## src/rtl/baud_tick_pkg.sv

```systemverilog
package baud_tick_pkg;
  // per-cycle count enables issued by control to the datapath
  typedef struct packed {
    logic narrowStep;
    logic wideStep;
  } step_t;

  // rollover strobes returned by the datapath
  typedef struct packed {
    logic narrowWrap;
    logic wideWrap;
  } wrap_t;

  localparam int unsigned CH_TX = 0;
  localparam int unsigned CH_RX = 1;
  localparam int unsigned NUM_CH = 2;
endpackage

```

## src/rtl/baud_reload_ctr.sv

```systemverilog
module baud_reload_ctr #(
  parameter int unsigned W = 8
) (
  input  logic         clk,
  input  logic         rst,
  input  logic         step,
  input  logic [W-1:0] reloadVal,
  output logic [W-1:0] count,
  output logic         wrap
);
  logic atTop;
  assign atTop = (count == {W{1'b1}});
  assign wrap  = step && atTop;

  always_ff @(posedge clk) begin
    if (rst)
      count <= '0;
    else if (step)
      count <= atTop ? reloadVal : count + 1'b1;
  end
endmodule

```

## src/rtl/baud_tick_dp.sv

```systemverilog
module baud_tick_dp
  import baud_tick_pkg::*;
#(
  parameter int unsigned NARROW_W = 8,
  parameter int unsigned WIDE_W   = 16
) (
  input  logic                clk,
  input  logic                rst,
  input  step_t               step,
  input  logic [NARROW_W-1:0] narrowReload,
  input  logic [WIDE_W-1:0]   wideReload,
  output wrap_t               wrap,
  output logic [NARROW_W-1:0] narrowCount,
  output logic [WIDE_W-1:0]   wideCount
);
  logic narrowWrap, wideWrap;

  baud_reload_ctr #(.W(NARROW_W)) u_narrow (
    .clk(clk), .rst(rst), .step(step.narrowStep),
    .reloadVal(narrowReload), .count(narrowCount), .wrap(narrowWrap)
  );

  baud_reload_ctr #(.W(WIDE_W)) u_wide (
    .clk(clk), .rst(rst), .step(step.wideStep),
    .reloadVal(wideReload), .count(wideCount), .wrap(wideWrap)
  );

  assign wrap.narrowWrap = narrowWrap;
  assign wrap.wideWrap   = wideWrap;
endmodule

```

## src/rtl/baud_tick_ctrl.sv

```systemverilog
module baud_tick_ctrl
  import baud_tick_pkg::*;
#(
  parameter int unsigned SLOW_DIV = 12
) (
  input  logic  clk,
  input  logic  rst,
  input  logic  narrowFast,
  input  logic  doubleRate,
  input  logic  txUseWide,
  input  logic  rxUseWide,
  input  wrap_t wrap,
  output step_t step,
  output logic  txTick,
  output logic  rxTick
);
  localparam int unsigned PW = (SLOW_DIV > 1) ? $clog2(SLOW_DIV) : 1;
  localparam logic [PW-1:0] PRE_LAST = PW'(SLOW_DIV - 1);

  logic [PW-1:0] preCnt;
  logic          slowPulse;
  logic          halfPhase;
  logic          pairPhase;
  logic          narrowTick;
  logic          wideRun;
  logic [NUM_CH-1:0] chSel;
  logic [NUM_CH-1:0] tickQ;

  // divide-by-SLOW_DIV prescaler for the narrow timer
  assign slowPulse = (preCnt == PRE_LAST);
  always_ff @(posedge clk) begin
    if (rst)            preCnt <= '0;
    else if (slowPulse) preCnt <= '0;
    else                preCnt <= preCnt + 1'b1;
  end

  // divide-by-2 phase for the wide timer
  always_ff @(posedge clk) begin
    if (rst) halfPhase <= 1'b0;
    else     halfPhase <= ~halfPhase;
  end

  assign wideRun         = txUseWide | rxUseWide;
  assign step.narrowStep = narrowFast | slowPulse;
  assign step.wideStep   = halfPhase & wideRun;

  // rate doubler: pass every overflow, or every second one
  always_ff @(posedge clk) begin
    if (rst)                  pairPhase <= 1'b0;
    else if (wrap.narrowWrap) pairPhase <= ~pairPhase;
  end
  assign narrowTick = wrap.narrowWrap & (doubleRate | pairPhase);

  assign chSel[CH_TX] = txUseWide;
  assign chSel[CH_RX] = rxUseWide;

  for (genvar ch = 0; ch < NUM_CH; ch++) begin : g_chan
    always_ff @(posedge clk) begin
      if (rst) tickQ[ch] <= 1'b0;
      else     tickQ[ch] <= chSel[ch] ? wrap.wideWrap : narrowTick;
    end
  end

  assign txTick = tickQ[CH_TX];
  assign rxTick = tickQ[CH_RX];
endmodule

```

## src/rtl/baud_tick_gen.sv

```systemverilog
module baud_tick_gen
  import baud_tick_pkg::*;
#(
  parameter int unsigned NARROW_W = 8,
  parameter int unsigned WIDE_W   = 16,
  parameter int unsigned SLOW_DIV = 12
) (
  input  logic                clk,
  input  logic                rst,
  input  logic                narrowFast,
  input  logic                doubleRate,
  input  logic                txUseWide,
  input  logic                rxUseWide,
  input  logic [NARROW_W-1:0] narrowReload,
  input  logic [WIDE_W-1:0]   wideReload,
  output logic                txTick,
  output logic                rxTick
);
  step_t               step;
  wrap_t               wrap;
  logic [NARROW_W-1:0] narrowCount;
  logic [WIDE_W-1:0]   wideCount;

  baud_tick_ctrl #(.SLOW_DIV(SLOW_DIV)) u_ctrl (
    .clk(clk), .rst(rst), .narrowFast(narrowFast), .doubleRate(doubleRate),
    .txUseWide(txUseWide), .rxUseWide(rxUseWide), .wrap(wrap), .step(step),
    .txTick(txTick), .rxTick(rxTick)
  );

  baud_tick_dp #(.NARROW_W(NARROW_W), .WIDE_W(WIDE_W)) u_dp (
    .clk(clk), .rst(rst), .step(step), .narrowReload(narrowReload),
    .wideReload(wideReload), .wrap(wrap), .narrowCount(narrowCount),
    .wideCount(wideCount)
  );
endmodule

```

## config.mk

```make
export PLATFORM = sky130hd
export DESIGN_NAME = baud_tick_gen
export DESIGN_NICKNAME = d
export VERILOG_FILES = /design/src/rtl/baud_tick_pkg.sv /design/src/rtl/baud_reload_ctr.sv /design/src/rtl/baud_tick_dp.sv /design/src/rtl/baud_tick_ctrl.sv /design/src/rtl/baud_tick_gen.sv
export SDC_FILE = /design/constraint.sdc
export NUM_CORES = 1
export LEC_CHECK = 0
export ABC_AREA = 1
export BUFFER_PORTS_ARGS = -buffer_cell sky130_fd_sc_hd__buf_2
export CAP_MARGIN = 30
export CORE_ASPECT_RATIO = 0.6
export CORE_MARGIN = 1.5
export CORE_UTILIZATION = 56
export DETAILED_ROUTE_END_ITERATION = 16
export GPL_ROUTABILITY_DRIVEN = 0
export PLACE_DENSITY = 0.77
export SYNTH_ARGS = -nofsm -noshare
export SYNTH_HDL_FRONTEND = slang
export SYNTH_SLANG_ARGS = --single-unit
```

## constraint.sdc

```tcl
create_clock -name clk -period 1.5 [get_ports clk]
set_input_delay 0.3 -clock clk [delete_from_list [all_inputs] [get_ports clk]]
set_output_delay 0.3 -clock clk [all_outputs]
set_load 0.1 [all_outputs]
```

# Word level (Yosys, flattened, before mapping)
# Index checks and enable logic that the tools add are counted.
[op_classes]
n_addsub = 3
n_eq_ne = 3
mux = 4
bitwise_logic = 7
n_reduce_logical = 3
[op_table]
columns = ["op", "n"]
rows = [
  ["$add A16 B1 Y16 const B", 1],
  ["$eq A16 B16 Y1 const B", 1],
  ["$mux W16", 1],
  ["$add A8 B1 Y8 const B", 1],
  ["$eq A8 B8 Y1 const B", 1],
  ["$mux W8", 1],
  ["$add A4 B1 Y4 const B", 1],
  ["$eq A4 B4 Y1 const B", 1],
  ["$or A1 B1 Y1", 3],
  ["$and A1 B1 Y1", 2],
  ["$logic_and A1 B1 Y1", 2],
  ["$mux W1", 2],
  ["$not A1 Y1", 2],
  ["$reduce_or A2 Y1", 1],
]
[totals]
ff_bits = 32
inputBits = 30
out_inout_bits = 2
elab_cells = 27

# Depth between registers and ports, before layout
# Gate-level depths: netlist of run 1.
[logic_depth]
ltp_word = 5
mapped_depth = 11
depth_no_buf = 10

# Modules after synthesis
# Synthesis of run 1 repeated with hierarchy kept, for this count alone.
[unflattened]
cells_unflattened = 320
hier_area_um2 = 2047.0
[by_module_without_submodules]
columns = ["mod", "n_inst", "cells_per_inst", "area_per_inst_um2", "seq_area_each_um2"]
rows = [
  ["baud_reload_ctr (u_dp.u_wide)", 1, 187, 1134.8, 320.3],
  ["baud_reload_ctr (u_dp.u_narrow)", 1, 90, 561.8, 160.2],
  ["baud_tick_ctrl", 1, 41, 335.3, 160.2],
  ["baud_tick_dp", 1, 2, 15.0, 0.0],
]

# Least setup slack after synthesis of run 1
# OpenSTA, ideal clock, no wires.
[synth_path]
path_kind = "flip-flop to flip-flop"
start = "register u_dp.u_wide.count[0]"
end = "register u_dp.u_wide.count[15]"
setup_ns = 0.132
arrival_time_ns = 1.269
required_ns = 1.368
path_slack_ns = 0.099
stages_incl_launch_ff = 12
path_buffers = 1
period_less_slack_ns = 1.401
cell_sequence = "dfxtp_1 > ha_1 > nand2_1 > inv_1 > nand2_1 > nor2_2 > buf_6 > nand3_1 > nand2_1 > inv_1 > nand2_1 > a21oi_1"
[synth_between]
elab_chain_len = 2
elab_cells_between_ends = 3
cone_classes = "add/sub (1); eq/ne (1); mux (1)"
[synth_lines]
columns = ["item", "line_no", "text"]
rows = [
  ["start: declaration", "baud_reload_ctr.sv:8", "output logic [W-1:0] count,"],
  ["start signal: assignment", "baud_reload_ctr.sv:19", "count <= atTop ? reloadVal : count + 1'b1;"],
  ["$add A16 B1 Y16 or $eq A16 B16 Y1 (tied branches)", "baud_reload_ctr.sv:19, baud_reload_ctr.sv:12", ""],
  ["$mux W16 (*)", "baud_reload_ctr.sv:19", ""],
]
# Every way passes the cells marked *; elsewhere a longest branch is shown, timed or not.
# A chain may end at the register's enable or synchronous reset.

# Worst setup path after layout of run 1
[layout_path]
start = "register u_dp.u_wide.count[0]"
end = "register u_dp.u_wide.count[7]"
# The elaborated chain is that of the path after synthesis.

==> impl_results.md, run 1 <==
* DR vias at 2257
* Syn_nets at 340
* PwrDens at 681 nW/um^2
* Ports at 32
* Period minus WS final at 1.52 ns
* RSZ-0062 raised after global routing: true
* CTS Sinks at 32
* Post-synthesis sequential area ratio at 32.3%
* Avg WL per Cell at 13.4 um
* H-tree depth at 2
* GRT Resource Usage Total at 30.1%
* Vias in the first global route at 1994
* Number of I/O port buffers at 31
* Mean Syn Cell Area at 6.46 sq um
* Hold_buf cts at 0
* CTS clk-pin slew, worst paths at 0.07 ns
* Drt first pass iters at 4
* Worst-Skew Late Latency at 0.30 ns
* Cells on worst reg2reg path at 10
* WL met3 at 566 um
* CP delay by family, top: simple AND/OR/NAND/NOR gates
* WP depth at 10
* Worst Hold Slack at 0.272 ns
* Synthesized instance count at 307
* Post-route clock period utilization at 101%
* N_diodes at 0
* Commonest cells after routing, fill and taps aside: nand2_1 (79), inv_1 (38), buf_4 (32)
* Static Leak at 1.28 nW
* DRT antenna net count at 0
* Final Hold Fails at 0
* VDD IR max at 0.000662 V
* Nature of the critical path endpoint: flop
* R2r startpoint: u_dp.u_wide.count[0]$_SDFFE_PP0P_
* Final WL at 5.64 mm
* Root Driver: clkbuf_8
* Critical Path, Cell by Cell: ha_4 -> nand2_4 -> buf_6 -> nor2_4 -> nand2_2 -> nor2_4 -> nand2_2 -> nand2_1 -> nand2_1 -> a21oi_1
* Highest Signal Layer: met4
* TritonCTS clock tree: yes
* Skew final at 0.00943 ns
* Crit path kind: reg2reg
* Drt drc at 0
* Yosys cell types at 34
* Max cap viols at 0
* First-pass GRT wire length at 8.91 mm
* DR WL met2 at 2.37 mm
* Synthesized flop and latch total at 32
* Failing checks: negative setup slack
* TNS Setup at -0.0165 ns
* Synth Warn # at 0
* DP Wirelength at 3.85 mm
* DRT iter0 DRCs at 158
* Die footprint at 3920 sq um
* Sequential Area at 647 sq um
* Min-Delay Path Class: in2reg
* Slew Limit Fails at 0
* Layout Nets at 407
* Final setup fails at 1
* CTS buffer count at 5
* Critical Path Start: u_dp.u_wide.count[0]$_SDFFE_PP0P_
* Largest fanout on the critical path at 6
* Proportion of layout cells with a drive suffix above 1 at 32.5%
* WP data required at 1.73 ns
* Die extent in y at 49.1 um
* Mapped Area at 1980 sq um
* Status: finished, violations left
* Critical Path AT at 1.74 ns
* Initial antenna violation count at 0
* Fmax at 659 MHz
* # rows at 16
* Clk buf depth at 2
* Horiz. Die Dim at 79.9 um
* Slew headroom at 67.6%
* R2R Path End: u_dp.u_wide.count[7]$_SDFFE_PP0P_
* Crit path buffers/inverters at 1
* Layout fillers at 244
* Worst setup margin at -0.0165 ns
* Critical Path End: u_dp.u_wide.count[7]$_SDFFE_PP0P_
* Worst path max stage delay at 0.36 ns
* R2R Setup Slk at -0.02 ns
* CP Launch Type: flop
* Wl on met1 at 2.63 mm
* Most common cell after layout, fill and taps aside: nand2_1
* Worst Max-Slew Pin Slew at 0.489 ns
* Vias per cell at 5.37
* Initial Util at 59.7%
* Largest net degree at the start of global routing at 19
* Total gr overflow at 0
* Multi-input logic area at 1260 sq um
* CORE AREA at 3320 sq um
* Area Overhead vs Synth at 35.0%
* Worst path slowest cell: dfxtp_2
[per-stage QoR]
step,total power [mW],cell area (sq um),worst slack [ns],instances,utilization [%]
4_1_cts,1.82,2480,-0.0187,414,74.7
2_1_floorplan,1.03,1980,0.0986,307,-
5_1_grt,1.89,2680,-0.0509,420,80.6
3_3_place_gp,1.12,2390,0.00895,406,71.8
3_5_place_dp,1.12,2390,-0.0370,406,71.8
6_report,1.82,2680,-0.0165,420,80.6
[power breakdown]
| group | total [mW] | switching, mW | leakage (nW) | internal (mW) |
|---|---|---|---|---|
| clock network | 0.700 | 0.326 | 0.0455 | 0.374 |
| logic | 0.228 | 0.130 | 0.973 | 0.0981 |
| registers | 0.896 | 0.0189 | 0.263 | 0.877 |
| total | 1.82 | 0.475 | 1.28 | 1.35 |
[layout make-up]
| class | count | share of cell area, % |
|---|---|---|
| timing repair buffer | 67 | 17.3 |
| clock buffer | 8 | 3.36 |
| inverter | 42 | 5.89 |
| sequential | 32 | 24.1 |
| multi-input combinational | 226 | 47.2 |
| tap | 45 | 2.10 |
[how the worst min path moves through the flow]
stage          slack [ns]                         from  cells after the start                                   to
2_1_floorplan        0.42  u_ctrl.preCnt[0]$_SDFF_PP0_                      1          u_ctrl.preCnt[0]$_SDFF_PP0_
3_3_place_gp         0.43  u_ctrl.preCnt[0]$_SDFF_PP0_                      1          u_ctrl.preCnt[0]$_SDFF_PP0_
3_5_place_dp         0.44  u_ctrl.halfPhase$_SDFF_PP0_                      1          u_ctrl.halfPhase$_SDFF_PP0_
4_1_cts              0.27              narrowReload[4]                      3  u_dp.u_narrow.count[4]$_SDFFE_PP0P_
5_1_grt              0.27              narrowReload[4]                      3  u_dp.u_narrow.count[4]$_SDFFE_PP0P_
6_report             0.27              narrowReload[4]                      3  u_dp.u_narrow.count[4]$_SDFFE_PP0P_
[cell usage after synthesis]
| cell type | n | area, sq um |
|---|---|---|
| nand3b_1 | 5 | 37.5 |
| nor3_2 | 1 | 10.0 |
| ha_1 | 3 | 37.5 |
| xor2_1 | 4 | 35.0 |
| a21oi_1 | 23 | 115 |
| nor2_1 | 25 | 93.8 |
| nand2_1 | 86 | 323 |
| dfxtp_1 | 32 | 641 |
| o21bai_1 | 2 | 15.0 |
| a31oi_1 | 1 | 6.26 |
| nor3_1 | 1 | 5.00 |
| o21ai_0 | 14 | 70.1 |
| or2_2 | 3 | 18.8 |
| nand3_2 | 2 | 20.0 |
| nand4_1 | 5 | 31.3 |
| o21ai_4 | 1 | 16.3 |
| o211ai_1 | 1 | 7.51 |
| nor3_4 | 1 | 16.3 |
| a21oi_2 | 1 | 8.76 |
| xnor2_1 | 1 | 8.76 |
| inv_2 | 1 | 3.75 |
| nand3_1 | 26 | 130 |
| buf_2 | 1 | 5.00 |
| clkinv_1 | 1 | 3.75 |
| clkbuf_1 | 3 | 11.3 |
| a21o_1 | 1 | 7.51 |
| buf_4 | 1 | 7.51 |
| nor2_4 | 2 | 22.5 |
| o21ai_1 | 4 | 20.0 |
| buf_6 | 2 | 22.5 |
| nor2_2 | 5 | 31.3 |
| a311oi_1 | 1 | 8.76 |
| inv_1 | 40 | 150 |
| nand2_2 | 7 | 43.8 |
[worst register-to-register path, cell delays in order, from the launching register on]
cell and delay (ns):
dfxtp_2 0.36, ha_4 0.15, nand2_4 0.05, buf_6 0.13, nor2_4 0.09, nand2_2 0.09
nor2_4 0.22, nand2_2 0.08, nand2_1 0.08, nand2_1 0.06, a21oi_1 0.14
[kinds of logic (layout without fill, tap and decap cells)]
logic type	after synthesis	count (layout)	synth area share (%)
DFF	32	32	32.3
adders and majority gates	3	3	1.89
xor gates and xnor gates	5	5	2.21
buffers and inverters	49	117	10.3
AOI/OAI and AO/OA	49	49	13.9
and+or+nand+nor	169	169	39.5
[metal layers]
layer	vias up	global-route usage [%]
met2	103	43.2
met1	1027	41.9
li1	1119	-
met5	-	0
met3	8	9.16
met4	0	12.4
[registers in the layout, summed over array words and instances, names as in the netlist]
register / cells
u_ctrl.halfPhase: 1
u_ctrl.pairPhase: 1
u_ctrl.preCnt: 4
u_ctrl.rxTick: 1
u_ctrl.txTick: 1
u_dp.u_narrow.count: 8
u_dp.u_wide.count: 16
[what timing repair did]
item,CTS,global route
gates cloned,0,1
pin swaps,0,14
gates resized for setup,2,41
setup buffers,0,5
endpoints found under the setup margin,5,24
(Power assumes the default switching activity.)
==> run 2, diff against run 1 <==
- MAX_ROUTING_LAYER: not set -> met4
- REMOVE_ABC_BUFFERS: not set -> 1
==> impl_results.md, run 2 (same netlist as run 1, synthesis figures left out) <==
* Worst path slowest cell: dfxtp_2 (unchanged)
* Final Util at 78.5% (was 80.6%)
* Post-route clock period utilization at 106% (was 101%)
* Proportion of layout cells with a drive suffix above 1 at 30.9% (was 32.5%)
* Avg WL per Cell at 13.7 um (was 13.4 um)
* Final Hold Fails at 0 (unchanged)
* Critical Path, Cell by Cell: ha_4 -> nand2_4 -> inv_4 -> nand2_4 -> nor2_4 -> nand2_2 -> o21ai_1 -> a21oi_1 (was ha_4 -> nand2_4 -> buf_6 -> nor2_4 -> nand2_2 -> nor2_4 -> nand2_2 -> nand2_1 -> nand2_1 -> a21oi_1)
* CP delay by family, top: simple AND/OR/NAND/NOR gates (unchanged)
* Vias in the first global route at 1922 (was 1994)
* CTS clk-pin slew, worst paths at 0.07 ns (about the same)
* Worst Max-Slew Pin Slew at 0.484 ns (was 0.489 ns)
* Drt first pass iters at 6 (was 4)
* Post-Place Cells at 397 (was 406)
* Max cap viols at 0 (unchanged)
* Layout Nets at 398 (was 407)
* PwrDens at 784 nW/um^2 (was 681 nW/um^2)
* Largest net degree at the start of global routing at 19 (unchanged)
* RSZ-0062 raised after global routing: true (unchanged)
* Worst-Skew Late Latency at 0.29 ns (was 0.30 ns)
* Status: finished, violations left (unchanged)
* Final setup fails at 1 (unchanged)
* Die footprint at 3920 sq um (unchanged)
* N_diodes at 0 (unchanged)
* Clk buf depth at 2 (unchanged)
* # rows at 16 (unchanged)
* Period minus WS final at 1.60 ns (was 1.52 ns)
* DR vias at 2235 (was 2257)
* CTS Sinks at 32 (unchanged)
* Slew Limit Fails at 0 (unchanged)
* Worst setup margin at -0.0975 ns (was -0.0165 ns)
* Initial Util at 59.7% (unchanged)
* GRT Resource Usage Total at 29.7% (was 30.1%)
* Top cell by count, worst path: nand2_4
* Max reg flops at 16 (unchanged)
* Final WL at 5.61 mm (was 5.64 mm)
* VDD IR max at 0.000579 V (was 0.000662 V)
* Ports at 32 (unchanged)
* TritonCTS clock tree: yes (unchanged)
* Total gr overflow at 0 (unchanged)
* CP Launch Type: flop (unchanged)
* Placement Cell Area at 2320 sq um (was 2390 sq um)
* Initial antenna violation count at 0 (unchanged)
* CORE AREA at 3320 sq um (unchanged)
* Failing checks: negative setup slack (unchanged)
* Nature of the critical path endpoint: flop (unchanged)
* Drt drc at 0 (unchanged)
* Non-Filler Instances at 411 (was 420)
* Largest fanout on the critical path at 7 (was 6)
* Number of I/O port buffers at 31 (unchanged)
* Min-Delay Path Class: in2reg (unchanged)
* Most common cell after layout, fill and taps aside: nand2_1 (unchanged)
* Worst path max stage delay at 0.36 ns (about the same)
* Fmax at 626 MHz (was 659 MHz)
* Root Driver: clkbuf_8 (unchanged)
* Skew final at 0.00549 ns (was 0.00943 ns)
* H-tree depth at 2 (unchanged)
* Reg with most FFs: u_dp.u_wide.count (unchanged)
* Commonest cells after routing, fill and taps aside: nand2_1 (82), inv_1 (37), buf_2 (31) (was nand2_1 (79), inv_1 (38), buf_4 (32))
* DP Wirelength at 3.60 mm (was 3.85 mm)
* Final instance area at 2610 sq um (was 2680 sq um)
* Crit path kind: reg2reg (unchanged)
* Horiz. Die Dim at 79.9 um (unchanged)
* DRT iter0 DRCs at 222 (was 158)
* First-pass GRT wire length at 8.72 mm (was 8.91 mm)
* Pre-CTS WS at -0.0476 ns (was -0.0370 ns)
* Die extent in y at 49.1 um (unchanged)
* WP data required at 1.66 ns (was 1.73 ns)
* R2R Setup Slk at -0.1 ns (was -0.02 ns)
* Slew headroom at 68.0% (was 67.6%)
* Worst Hold Slack at 0.268 ns (was 0.272 ns)
* Critical Path AT at 1.76 ns (was 1.74 ns)
* Static Leak at 1.23 nW (was 1.28 nW)
* Area Overhead vs Synth at 31.5% (was 35.0%)
* Largest registers: u_dp.u_wide.count x16, u_dp.u_narrow.count x8, u_ctrl.preCnt x4 (unchanged)
* CTS buffer count at 5 (unchanged)
* DRT antenna net count at 0 (unchanged)
* Vias per cell at 5.44 (was 5.37)
* Crit path buffers/inverters at 1 (unchanged)
==> run 2: through the flow <==
| step | power [mW] | TNS (ns) |
|---|---|---|
| 6_report | 2.05 | -0.0975 |
| 5_1_grt | 2.12 | -0.922 |
| 4_1_cts | 2.03 | 0 |
| 3_5_place_dp | 1.11 | -0.202 |
| 3_3_place_gp | 1.11 | -0.0345 |
| 2_1_floorplan | 1.02 | -0.00822 |
==> run 2: timing repair <==
item,4_1_cts,5_1_grt
resized for setup,7,35
setup buffers,2,3
pin swaps,3,11
endpoints found under the setup margin,17,24
hold buffers,0,0
gates cloned,0,1
==> run 2: power breakdown <==
part / total [mW] / leakage, nW / switching (mW) / internal, mW
combinational: 0.221 / 0.897 / 0.128 / 0.0932
clock: 0.926 / 0.0645 / 0.339 / 0.586
sequential: 0.900 / 0.263 / 0.0218 / 0.878
==> run 2: worst paths after layout <==
check                                                        from                                   to  cells past startpoint
worst max-delay path            u_dp.u_wide.count[1]$_SDFFE_PP0P_    u_dp.u_wide.count[6]$_SDFFE_PP0P_                      8
worst min-delay path                              narrowReload[4]  u_dp.u_narrow.count[4]$_SDFFE_PP0P_                      3
worst max register to register  u_dp.u_wide.count[1]$_SDFFE_PP0P_    u_dp.u_wide.count[6]$_SDFFE_PP0P_                      8
worst min register to register        u_ctrl.halfPhase$_SDFF_PP0_          u_ctrl.halfPhase$_SDFF_PP0_                      1
==> run 2: per-layer routing <==
| metal | up-vias | global-route usage (%) | routed length [um] |
|---|---|---|---|
| li1 | 1102 | - | - |
| met1 | 988 | 41.8 | 2520 |
| met2 | 126 | 43.4 | 2360 |
| met3 | 19 | 6.36 | 589 |
| met4 | 0 | 7.76 | 140 |
| met5 | - | - | 0 |
==> run 2: layout make-up <==
type / count / area, sq um
Clock buffer: 7 / 96.3
Clock inverter: 1 / 30.0
Fill cell: 251 / 714
Inverter: 42 / 163
Multi-Input combinational cell: 226 / 1230
Sequential cell: 32 / 649
Tap cell: 45 / 56.3
Timing Repair Buffer: 58 / 382
==> run 2: worst register-to-register path, stage by stage, from the launching register on <==
cell and delay [ns]:
dfxtp_2 0.36, ha_4 0.15, nand2_4 0.08, inv_4 0.08, nand2_4 0.06, nor2_4 0.19, nand2_2 0.17, o21ai_1 0.28
a21oi_1 0.12
